### config.mk
export PLATFORM = sky130hd
export DESIGN_NAME = cmt_timer
export DESIGN_NICKNAME = d
export VERILOG_FILES = /design/src/rtl/cmt_pkg.sv /design/src/rtl/cmt_prescaler.sv /design/src/rtl/cmt_count_core.sv /design/src/rtl/cmt_channel.sv /design/src/rtl/cmt_timer.sv
export SDC_FILE = /design/constraint.sdc
export NUM_CORES = 1
export LEC_CHECK = 0
export BUFFER_PORTS_ARGS = -buffer_cell sky130_fd_sc_hd__buf_2
export CAP_MARGIN = 10
export CORE_MARGIN = 3
export CORE_UTILIZATION = 61
export DETAILED_ROUTE_END_ITERATION = 8
export PLACE_DENSITY = 0.8
export SLEW_MARGIN = 0
export SYNTH_ARGS = -nofsm -noshare
export SYNTH_HDL_FRONTEND = slang
export SYNTH_SLANG_ARGS = --single-unit
### constraint.sdc
create_clock -name clk -period 3.09 [get_ports clk]
set_input_delay 0.309 -clock clk [delete_from_list [all_inputs] [get_ports clk]]
set_output_delay 0.309 -clock clk [all_outputs]
set_load 0.05 [all_outputs]
### src/rtl/cmt_pkg.sv
`timescale 1ns/1ps
package cmt_pkg;
  localparam int DW      = 32;
  localparam int PRE_W   = 7;
  localparam int CMF_BIT = 15;
  localparam int OVF_BIT = 14;
  localparam int PER_BIT = 8;
  localparam int IE_BIT  = 7;
  localparam int RT_LO   = 4;
  localparam int SEL_LO  = 0;

  localparam logic [1:0] OFF_CTRL = 2'd0;
  localparam logic [1:0] OFF_CNT  = 2'd1;
  localparam logic [1:0] OFF_CMP  = 2'd2;

  typedef enum logic [1:0] {
    RT_NONE = 2'd0,
    RT_DMA  = 2'd1,
    RT_IRQ  = 2'd2,
    RT_RSVD = 2'd3
  } route_e;

  // Mask of low prescaler bits that must all be 1 for a tick.
  function automatic logic [PRE_W-1:0] div_mask(input logic [2:0] sel);
    logic [PRE_W-1:0] m;
    case (sel)
      3'd5:    m = PRE_W'(31);
      3'd6:    m = PRE_W'(127);
      3'd7:    m = PRE_W'(0);
      default: m = PRE_W'(7);
    endcase
    return m;
  endfunction
endpackage

### src/rtl/cmt_prescaler.sv
`timescale 1ns/1ps
module cmt_prescaler
  import cmt_pkg::*;
(
  input  logic       clk,
  input  logic       rst,
  input  logic       run_i,
  input  logic       ref_tick_i,
  input  logic [2:0] sel_i,
  output logic       tick_o
);
  logic [PRE_W-1:0] phase_q;
  logic [PRE_W-1:0] mask;

  assign mask = div_mask(sel_i);

  // Phase is held at zero while stopped, so every start begins a fresh divide.
  always_ff @(posedge clk) begin
    if (rst) begin
      phase_q <= '0;
    end else if (!run_i) begin
      phase_q <= '0;
    end else if (ref_tick_i) begin
      phase_q <= phase_q + 1'b1;
    end
  end

  assign tick_o = run_i && ref_tick_i && ((phase_q & mask) == mask);

  a_r5_phase_restart: assert property (@(posedge clk) disable iff (rst)
    $rose(run_i) |-> (phase_q == '0));
endmodule

### src/rtl/cmt_count_core.sv
`timescale 1ns/1ps
module cmt_count_core #(
  parameter int CNT_W = 32,
  parameter int LAT   = 2
) (
  input  logic             clk,
  input  logic             rst,
  input  logic             ref_tick_i,
  input  logic             cnt_tick_i,
  input  logic             periodic_i,
  input  logic             cnt_wr_i,
  input  logic [CNT_W-1:0] wval_i,
  input  logic [CNT_W-1:0] cmp_i,
  input  logic             flag_wr_i,
  input  logic             keep_cmf_i,
  input  logic             keep_ovf_i,
  output logic [CNT_W-1:0] cnt_o,
  output logic             cmf_o,
  output logic             ovf_o
);
  localparam int LW = $clog2(LAT + 1);

  logic [CNT_W-1:0] cnt_q, cnt_nxt;
  logic [CNT_W-1:0] pend_q;
  logic [LW-1:0]    left_q;
  logic             cmf_q, ovf_q;
  logic             load_now, hit_cmp, hit_top;

  // Staged counter write: lands on the LAT-th reference strobe.
  assign load_now = ref_tick_i && (left_q == LW'(1)) && !cnt_wr_i;
  assign hit_cmp  = cnt_tick_i && !load_now && (cnt_q == cmp_i);
  assign hit_top  = cnt_tick_i && !load_now && (cnt_q == '1) && (cnt_q != cmp_i);

  always_ff @(posedge clk) begin
    if (rst) begin
      pend_q <= '0;
      left_q <= '0;
    end else if (cnt_wr_i) begin
      pend_q <= wval_i;
      left_q <= LW'(LAT);
    end else if (ref_tick_i && (left_q != '0)) begin
      left_q <= left_q - 1'b1;
    end
  end

  always_comb begin
    cnt_nxt = cnt_q;
    if (load_now) begin
      cnt_nxt = pend_q;
    end else if (cnt_tick_i) begin
      if (hit_cmp && periodic_i) cnt_nxt = '0;
      else                       cnt_nxt = cnt_q + 1'b1;
    end
  end

  always_ff @(posedge clk) begin
    if (rst) begin
      cnt_q <= '0;
      cmf_q <= 1'b0;
      ovf_q <= 1'b0;
    end else begin
      cnt_q <= cnt_nxt;
      // A hardware event wins over a clearing write in the same cycle.
      cmf_q <= hit_cmp | (cmf_q & (!flag_wr_i | keep_cmf_i));
      ovf_q <= hit_top | (ovf_q & (!flag_wr_i | keep_ovf_i));
    end
  end

  assign cnt_o = cnt_q;
  assign cmf_o = cmf_q;
  assign ovf_o = ovf_q;

  a_r6_periodic_wrap: assert property (@(posedge clk) disable iff (rst)
    (cnt_tick_i && !load_now && periodic_i && (cnt_q == cmp_i))
      |=> ((cnt_q == '0) && cmf_o));

  a_r7_free_continue: assert property (@(posedge clk) disable iff (rst)
    (cnt_tick_i && !load_now && !periodic_i && (cnt_q == cmp_i) && (cnt_q != '1))
      |=> ((cnt_q == CNT_W'($past(cnt_q) + 1'b1)) && cmf_o));

  a_r8_rollover: assert property (@(posedge clk) disable iff (rst)
    (cnt_tick_i && !load_now && (cnt_q == '1) && (cmp_i != '1))
      |=> ((cnt_q == '0) && ovf_o));

  a_r3_hold_idle: assert property (@(posedge clk) disable iff (rst)
    (!cnt_tick_i && !load_now) |=> $stable(cnt_q));

  a_r11_no_early_load: assert property (@(posedge clk) disable iff (rst)
    cnt_wr_i |=> !load_now);

  a_r9_flag_source: assert property (@(posedge clk) disable iff (rst)
    $rose(cmf_q) |-> $past(cnt_tick_i));
endmodule

### src/rtl/cmt_channel.sv
`timescale 1ns/1ps
module cmt_channel
  import cmt_pkg::*;
#(
  parameter int CNT_W = 32
) (
  input  logic          clk,
  input  logic          rst,
  input  logic          run_i,
  input  logic          ref_tick_i,
  input  logic          wr_ctrl_i,
  input  logic          wr_cnt_i,
  input  logic          wr_cmp_i,
  input  logic [DW-1:0] wdata_i,
  input  logic [1:0]    rd_off_i,
  output logic [DW-1:0] rd_word_o,
  output logic          irq_o
);
  logic             per_q, ie_q;
  route_e           route_q;
  logic [2:0]       sel_q;
  logic [CNT_W-1:0] cmp_q;
  logic [CNT_W-1:0] cnt;
  logic             cmf, ovf, tick, irq_q;

  always_ff @(posedge clk) begin
    if (rst) begin
      per_q   <= 1'b0;
      ie_q    <= 1'b0;
      route_q <= RT_NONE;
      sel_q   <= 3'd0;
    end else if (wr_ctrl_i) begin
      per_q   <= wdata_i[PER_BIT];
      ie_q    <= wdata_i[IE_BIT];
      route_q <= route_e'(wdata_i[RT_LO +: 2]);
      sel_q   <= wdata_i[SEL_LO +: 3];
    end
  end

  always_ff @(posedge clk) begin
    if (rst)           cmp_q <= '1;
    else if (wr_cmp_i) cmp_q <= wdata_i[CNT_W-1:0];
  end

  cmt_prescaler u_presc (
    .clk        (clk),
    .rst        (rst),
    .run_i      (run_i),
    .ref_tick_i (ref_tick_i),
    .sel_i      (sel_q),
    .tick_o     (tick)
  );

  cmt_count_core #(.CNT_W(CNT_W)) u_core (
    .clk        (clk),
    .rst        (rst),
    .ref_tick_i (ref_tick_i),
    .cnt_tick_i (tick),
    .periodic_i (per_q),
    .cnt_wr_i   (wr_cnt_i),
    .wval_i     (wdata_i[CNT_W-1:0]),
    .cmp_i      (cmp_q),
    .flag_wr_i  (wr_ctrl_i),
    .keep_cmf_i (wdata_i[CMF_BIT]),
    .keep_ovf_i (wdata_i[OVF_BIT]),
    .cnt_o      (cnt),
    .cmf_o      (cmf),
    .ovf_o      (ovf)
  );

  always_ff @(posedge clk) begin
    if (rst) irq_q <= 1'b0;
    else     irq_q <= cmf && ie_q && (route_q == RT_IRQ);
  end
  assign irq_o = irq_q;

  always_comb begin
    rd_word_o = '0;
    case (rd_off_i)
      OFF_CTRL: begin
        rd_word_o[CMF_BIT]       = cmf;
        rd_word_o[OVF_BIT]       = ovf;
        rd_word_o[PER_BIT]       = per_q;
        rd_word_o[IE_BIT]        = ie_q;
        rd_word_o[RT_LO +: 2]    = route_q;
        rd_word_o[SEL_LO +: 3]   = sel_q;
      end
      OFF_CNT: rd_word_o = DW'(cnt);
      OFF_CMP: rd_word_o = DW'(cmp_q);
      default: rd_word_o = '0;
    endcase
  end

  a_r10_irq_cause: assert property (@(posedge clk) disable iff (rst)
    irq_o |-> $past(cmf));

  a_r10_route_block: assert property (@(posedge clk) disable iff (rst)
    ((route_q != RT_IRQ) && $stable(route_q)) |-> !irq_o);
endmodule

### src/rtl/cmt_timer.sv
`timescale 1ns/1ps
module cmt_timer
  import cmt_pkg::*;
#(
  parameter int NUM_CH = 2,
  parameter int CNT_W  = 32,
  parameter int ADDR_W = 6
) (
  input  logic              clk,
  input  logic              rst,
  input  logic              ref_tick,
  input  logic              wr_en,
  input  logic              rd_en,
  input  logic [ADDR_W-1:0] addr,
  input  logic [31:0]       wdata,
  output logic [31:0]       rdata,
  output logic [NUM_CH-1:0] irq
);
  localparam int GRP_W = ADDR_W - 2;

  logic [NUM_CH-1:0] run_q;
  logic [NUM_CH-1:0] hit;
  logic [DW-1:0]     ch_word [NUM_CH];
  logic [GRP_W-1:0]  grp;
  logic [1:0]        off;
  logic              run_sel;
  logic [DW-1:0]     rd_nxt, rdata_q;

  assign grp     = addr[ADDR_W-1:2];
  assign off     = addr[1:0];
  assign run_sel = (addr == '0);

  always_ff @(posedge clk) begin
    if (rst)                  run_q <= '0;
    else if (wr_en && run_sel) run_q <= wdata[NUM_CH-1:0];
  end

  for (genvar g = 0; g < NUM_CH; g++) begin : g_ch
    assign hit[g] = (grp == GRP_W'(g + 1)) && (off != 2'd3);

    cmt_channel #(.CNT_W(CNT_W)) u_ch (
      .clk        (clk),
      .rst        (rst),
      .run_i      (run_q[g]),
      .ref_tick_i (ref_tick),
      .wr_ctrl_i  (wr_en && hit[g] && (off == OFF_CTRL)),
      .wr_cnt_i   (wr_en && hit[g] && (off == OFF_CNT)),
      .wr_cmp_i   (wr_en && hit[g] && (off == OFF_CMP)),
      .wdata_i    (wdata),
      .rd_off_i   (off),
      .rd_word_o  (ch_word[g]),
      .irq_o      (irq[g])
    );
  end

  always_comb begin
    rd_nxt = '0;
    if (run_sel) rd_nxt = DW'(run_q);
    for (int i = 0; i < NUM_CH; i++) begin
      if (hit[i]) rd_nxt = ch_word[i];
    end
  end

  always_ff @(posedge clk) begin
    if (rst)        rdata_q <= '0;
    else if (rd_en) rdata_q <= rd_nxt;
  end
  assign rdata = rdata_q;

  a_r1_unused_zero: assert property (@(posedge clk) disable iff (rst)
    (rd_en && !run_sel && (hit == '0)) |=> (rdata == '0));

  a_r3_run_write: assert property (@(posedge clk) disable iff (rst)
    (wr_en && run_sel) |=> (run_q == $past(wdata[NUM_CH-1:0])));
endmodule

After elaboration in Yosys (flattened, before gate mapping)
Index checks and enable logic that the tools add are counted.
{"block": "classes", "n_mux": 31, "eq_ne": 23, "addsub": 6, "bitwise": 16, "reduce_logical": 53}
{"operator": "$mux 32", "n": 8}
{"operator": "$add 32x1->32 const B", "n": 2}
{"operator": "$eq 32x32->1", "n": 2}
{"operator": "$eq 32x32->1 const B", "n": 2}
{"operator": "$ne 32x32->1", "n": 2}
{"operator": "$pmux 16 s2", "n": 2}
{"operator": "$pmux 7 s3", "n": 2}
{"operator": "$pmux 2 s3", "n": 6}
{"operator": "$logic_and 1x1->1", "n": 35}
{"operator": "$pmux 5 s2", "n": 2}
{"operator": "$eq 3x3->1 const B", "n": 6}
{"operator": "$pmux 3 s3", "n": 2}
{"operator": "$add 7x1->7 const B", "n": 2}
{"operator": "$and 7x7->7", "n": 2}
{"operator": "$eq 7x7->1", "n": 2}
{"operator": "$reduce_bool 2->1", "n": 6}
{"operator": "$mux 2", "n": 5}
{"operator": "$or 1x1->1", "n": 8}
{"operator": "$pmux 1 s2", "n": 4}
{"operator": "$reduce_or 2->1", "n": 4}
{"operator": "$eq 2x1->1 const B", "n": 3}
{"operator": "$eq 2x2->1 const B", "n": 3}
{"operator": "$logic_not 1->1", "n": 6}
{"operator": "$logic_not 6->1", "n": 1}
{"operator": "7 further kinds", "n": 12}
{"block": "word_totals", "in_bits": 43, "elab_cells": 157, "reg_bits": 264, "out_inout_bits": 34}

Depth between registers and ports, before layout
{"block": "depth", "word_depth": 13, "mapped_depth": 10, "depth_no_buf": 8}

Modules after synthesis
A second synthesis with hierarchy kept.
{"block": "unflattened", "cells_unflattened": 1609, "hier_area_um2": 14644.0}
{"module": "cmt_count_core", "cells_per_inst": 427, "instances": 2, "seq_area_each_um2": 1361.3, "area_per_inst_um2": 3857.4}
{"module": "cmt_channel", "cells_per_inst": 212, "instances": 2, "seq_area_each_um2": 800.8, "area_per_inst_um2": 2040.7}
{"module": "cmt_timer", "cells_per_inst": 249, "instances": 1, "seq_area_each_um2": 680.7, "area_per_inst_um2": 2147.1}
{"module": "cmt_prescaler", "cells_per_inst": 41, "instances": 2, "seq_area_each_um2": 140.1, "area_per_inst_um2": 350.3}

Worst setup path before layout
No wires, ideal clock.
{"block": "synth_timing", "kind": "flip-flop to flip-flop", "from": "reg g_ch[1].u_ch.u_core.cnt_q[0]", "to": "reg g_ch[1].u_ch.u_core.ovf_q", "period_less_slack_ps": 2290, "required_time_ps": 3020, "n_path_buf": 0, "setup_time_ps": 70, "arrival_ps": 2220, "stages_incl_launch_ff": 8, "setup_slack_ps": 800, "cell_sequence": "dfxtp_1 ha_1 and3_1 nand4_4 or4_4 or2_1 or3_1 a21oi_1"}
{"block": "synth_between", "elab_chain_len": 4, "word_cells_on_any_way": 5, "cone_classes": "2 x eq/ne; 1 x bitwise; 2 x reduce/logical"}
{"element": "start: declaration", "line_no": "cmt_count_core.sv:23", "source": "logic [CNT_W-1:0] cnt_q, cnt_nxt;"}
{"element": "start signal: assignment", "line_no": "cmt_count_core.sv:62", "source": "cnt_q <= cnt_nxt;"}
{"element": "$eq 32x32->1", "line_no": "cmt_count_core.sv:32", "source": "assign hit_top = cnt_tick_i && !load_now && (cnt_q == '1) && (cnt_q != cmp_i);"}
{"element": "$logic_and 1x1->1", "line_no": "cmt_count_core.sv:32"}
{"element": "$logic_and 1x1->1 (*)", "line_no": "cmt_count_core.sv:32"}
{"element": "$or 1x1->1 (*)", "line_no": "cmt_count_core.sv:65", "source": "ovf_q <= hit_top | (ovf_q & (!flag_wr_i | keep_ovf_i));"}
{"element": "end signal: assignment", "line_no": "cmt_count_core.sv:65"}
{"element": "end: declaration", "line_no": "cmt_count_core.sv:26", "source": "logic cmf_q, ovf_q;"}
Mark *: on every way between the ends. The rest lies on a longest branch, timed or not.
A chain may end at the register's enable or synchronous reset.

Worst setup path after layout
Same ends and word-level chain as after synthesis.

==> metrics.yaml <==
timing:
  rsz0062_at_grt: "no"
  fin_crit_sh_pct: 82.51
  fin_crit_ns: 2.550
  slew_headroom_pct: 38.05
  hold_viol: 0
  drv_slew: 0
  fmax_ghz: 0.3922
  finalSetupViolCount: 0
  finClkSkew_ns: 0.008327
  worstMarginPinSlew_ns: 0.9293
  tns_ns: 0
job:
  max_cap_viol_count: 0
global_route:
  grt_use_total_pct: 33.23
  grt_max_degree: 130
  grt_pass1_vias: 12150
  antenna_found_initial: 0
  grt_pass1_wl_um: 64680
  overflow: 0
clocking:
  clkSlewWorstSetupHoldPaths_ns: 0.06
  clk_root_buffer_cell: "clkbuf_16"
  cts_buffers: 28
  clk-insertion-delay-late_ns: 0.55
  cts_tree: "done"
  post_cts_resized: 0
  cts.path.max_buffers: 3
  hold_buffers: 0
  post-cts-setup-buffers: 0
  h-tree-depth: 1
  cts.sinks: 264
pwr:
  leakage_uw: 0.005419
  powerDensity_mw_per_mm2: 554.7
  ir_drop_v: 0.0004068
yosys:
  synth_edf_count: 0
  async_flop_share_pct: 0
  synth_fp_nets: 1769
  synthSimpleGateAreaFrac_pct: 26.90
  synthMuxAreaShare_pct: 1.215
  syn_area_per_cell_um2: 7.690
  synthAdderAreaFrac_pct: 1.139
  synth_cell_types: 61
  ys.warnings.count: 0
  ys_ff_latch: 264
  syn_area_mm2: 0.01318
  synth_xor_area_share_pct: 5.847
  synth_flop_cell: "dfxtp_1"
  synth_compound_area_share_pct: 19.51
  synth_cells: 1714
  yosysSeqAreaShare_pct: 40.09
  synth_top_family_by_area: "simple AND/OR/NAND/NOR gates"
detailed_routing:
  via_per_inst: 6.513
  drtIter0Drc: 1510
  drc_errors: 0
  drtAntennaViolNets: 0
  totalWireLength_um: 40770
  routedWlPerCell_um: 20.35
  dr.pass1.iters: 9
  vias: 13050
die:
  core_mm2: 0.02115
  die_h_um: 153
  rows: 53
  start_util_pct: 62.31
  die_area_mm2: 0.02341
  io_pins: 77
  fp.dieW_um: 153
setup_path:
  cp.arrival_ns: 3.03
  path_class: "reg -> reg"
  required_ns: 3.57
  critPathMaxFanout: 7
  start_kind: "flop"
  cp-end-kind: "flop"
final_layout:
  final_area_mm2: 0.01472
  antenna_cells: 0
  seq_area_mm2: 0.005285
  layout-drive-gt1-share_pct: 11.17
  syn_to_final_growth_pct: 11.69
  final_nets: 1761
  fillCellCount: 1710
  multi_input_area_mm2: 0.007239
placed_design:
  dp_hpwl_um: 28140
  gp_congestion: 0.9540
  place.port_buffers: 76
  place_area_mm2: 0.01373
outcome:
  status: "completed"
worst_hold_path:
  hold_path.class: "in -> reg"
[routing by layer]
| metal | GRT usage (%) | wire length (um) | vias up |
|---|---|---|---|
| li1 | - | - | 6064 |
| met4 | 12.13 | 1751 | 0 |
| met5 | 0 | 0 | - |
| met1 | 46.20 | 15960 | 6097 |
| met2 | 52.41 | 18300 | 742 |
| met3 | 5.578 | 4757 | 142 |
[registers in the layout (all words and copies together) (netlist names), 4 cells and up]
| signal | cells |
|---|---|
| g_ch.u_ch.cmp_q | 64 |
| rdata | 32 |
| g_ch.u_ch.u_core.cnt_o | 64 |
| g_ch.u_ch.route_q | 4 |
| g_ch.u_ch.u_core.left_q | 4 |
| g_ch.u_ch.sel_q | 6 |
| g_ch.u_ch.u_core.pend_q | 64 |
| g_ch.u_ch.u_presc.phase_q | 14 |
[stage by stage]
stage	hold slack, ns	total power [uW]	setup WS [ns]	instances	utilization [%]
CTS	0.05397	8139	0.5808	2003	69.60
floorplan	0.4330	4260	0.7999	1714	-
global placement	0.4406	4565	0.5314	1951	64.90
finish	0.06602	8167	0.5403	2003	69.60
detailed placement	0.4465	4582	0.4134	1951	64.90
global route	0.07309	8387	0.4351	2003	69.60
[synth_stat cells, types with 9 or more instances]
cell      count  area share, %
and3_1       22            1.0
a21o_1        9           0.51
a211oi_1     23            1.3
o21ai_0      49            1.9
a22oi_1      52            3.0
buf_2        12           0.46
nand2_1     320            9.1
nor4_1       17           0.81
or3_1        12           0.57
nor3_1       19           0.72
clkbuf_1    143            4.1
inv_1        16           0.46
a21oi_1     134            5.1
nor2b_1      27            1.3
a32oi_1       9           0.60
nand3_1     124            4.7
a31oi_1      19           0.90
xnor2_1      74            4.9
dfxtp_1     264             40
o22ai_1      35            1.7
o311ai_1     12           0.80
nor2_1      122            3.5
xor2_1       14           0.93
mux2i_1      16            1.2
nand4_1      47            2.2
ha_1         12            1.1
and2_1       13           0.62
a222oi_1     18            1.4
[final timing paths]
| path | startpoint | end | slack [ns] | cells after the start |
|---|---|---|---|---|
| hold / removal | wdata[26] | g_ch[0].u_ch.u_core.pend_q[26] | 0.07 | 3 |
| hold reg to reg | g_ch[1].u_ch.u_core.pend_q[14] | g_ch[1].u_ch.u_core.pend_q[14] | 0.45 | 2 |
| setup reg to reg | g_ch[1].u_ch.u_core.cnt_o[0] | g_ch[1].u_ch.u_core.ovf_o | 0.54 | 7 |
| setup / recovery | g_ch[1].u_ch.u_core.cnt_o[0] | g_ch[1].u_ch.u_core.ovf_o | 0.54 | 7 |
[layout by cell type (no fill, tap or decap), types with 47 or more instances in the layout]
master	instances
dfxtp_1	264
nand2_1	320
a21oi_1	134
buf_2	75
buf_4	47
o21ai_0	49
xnor2_1	74
nor2_1	121
nand3_1	124
nand4_1	47
a22oi_1	52
[area by class of cell]
type	instances	area share, %
Sequential cell	264	35.90
Timing Repair Buffer	126	5.430
Tap cell	275	2.337
Clock buffer	42	5.668
Inverter	16	0.4079
Clock inverter	10	1.088
Multi-Input combinational cell	1270	49.17
[power by group]
group / internal (uW) / total [uW] / leakage, uW / switching [uW]
combinational: 326 / 857 / 0.00280 / 532
clock: 2200 / 3620 / 0.000485 / 1420
sequential: 3510 / 3690 / 0.00213 / 181
[critical path, stage by stage, from the launching register on]
cell and delay (ns):
dfxtp_1 0.46, ha_1 0.23, and3_1 0.28, nand4_4 0.16, or4_4 0.60, or2_1 0.27
or3_1 0.35, a21oi_1 0.14
[kinds of logic after synthesis]
group	Yosys count
compound gates	399
xor+xnor	88
fa+ha+maj	12
buf+inv	180
flops	264
mux	16
simple gates	755
Power figures use the tool's default switching activity.
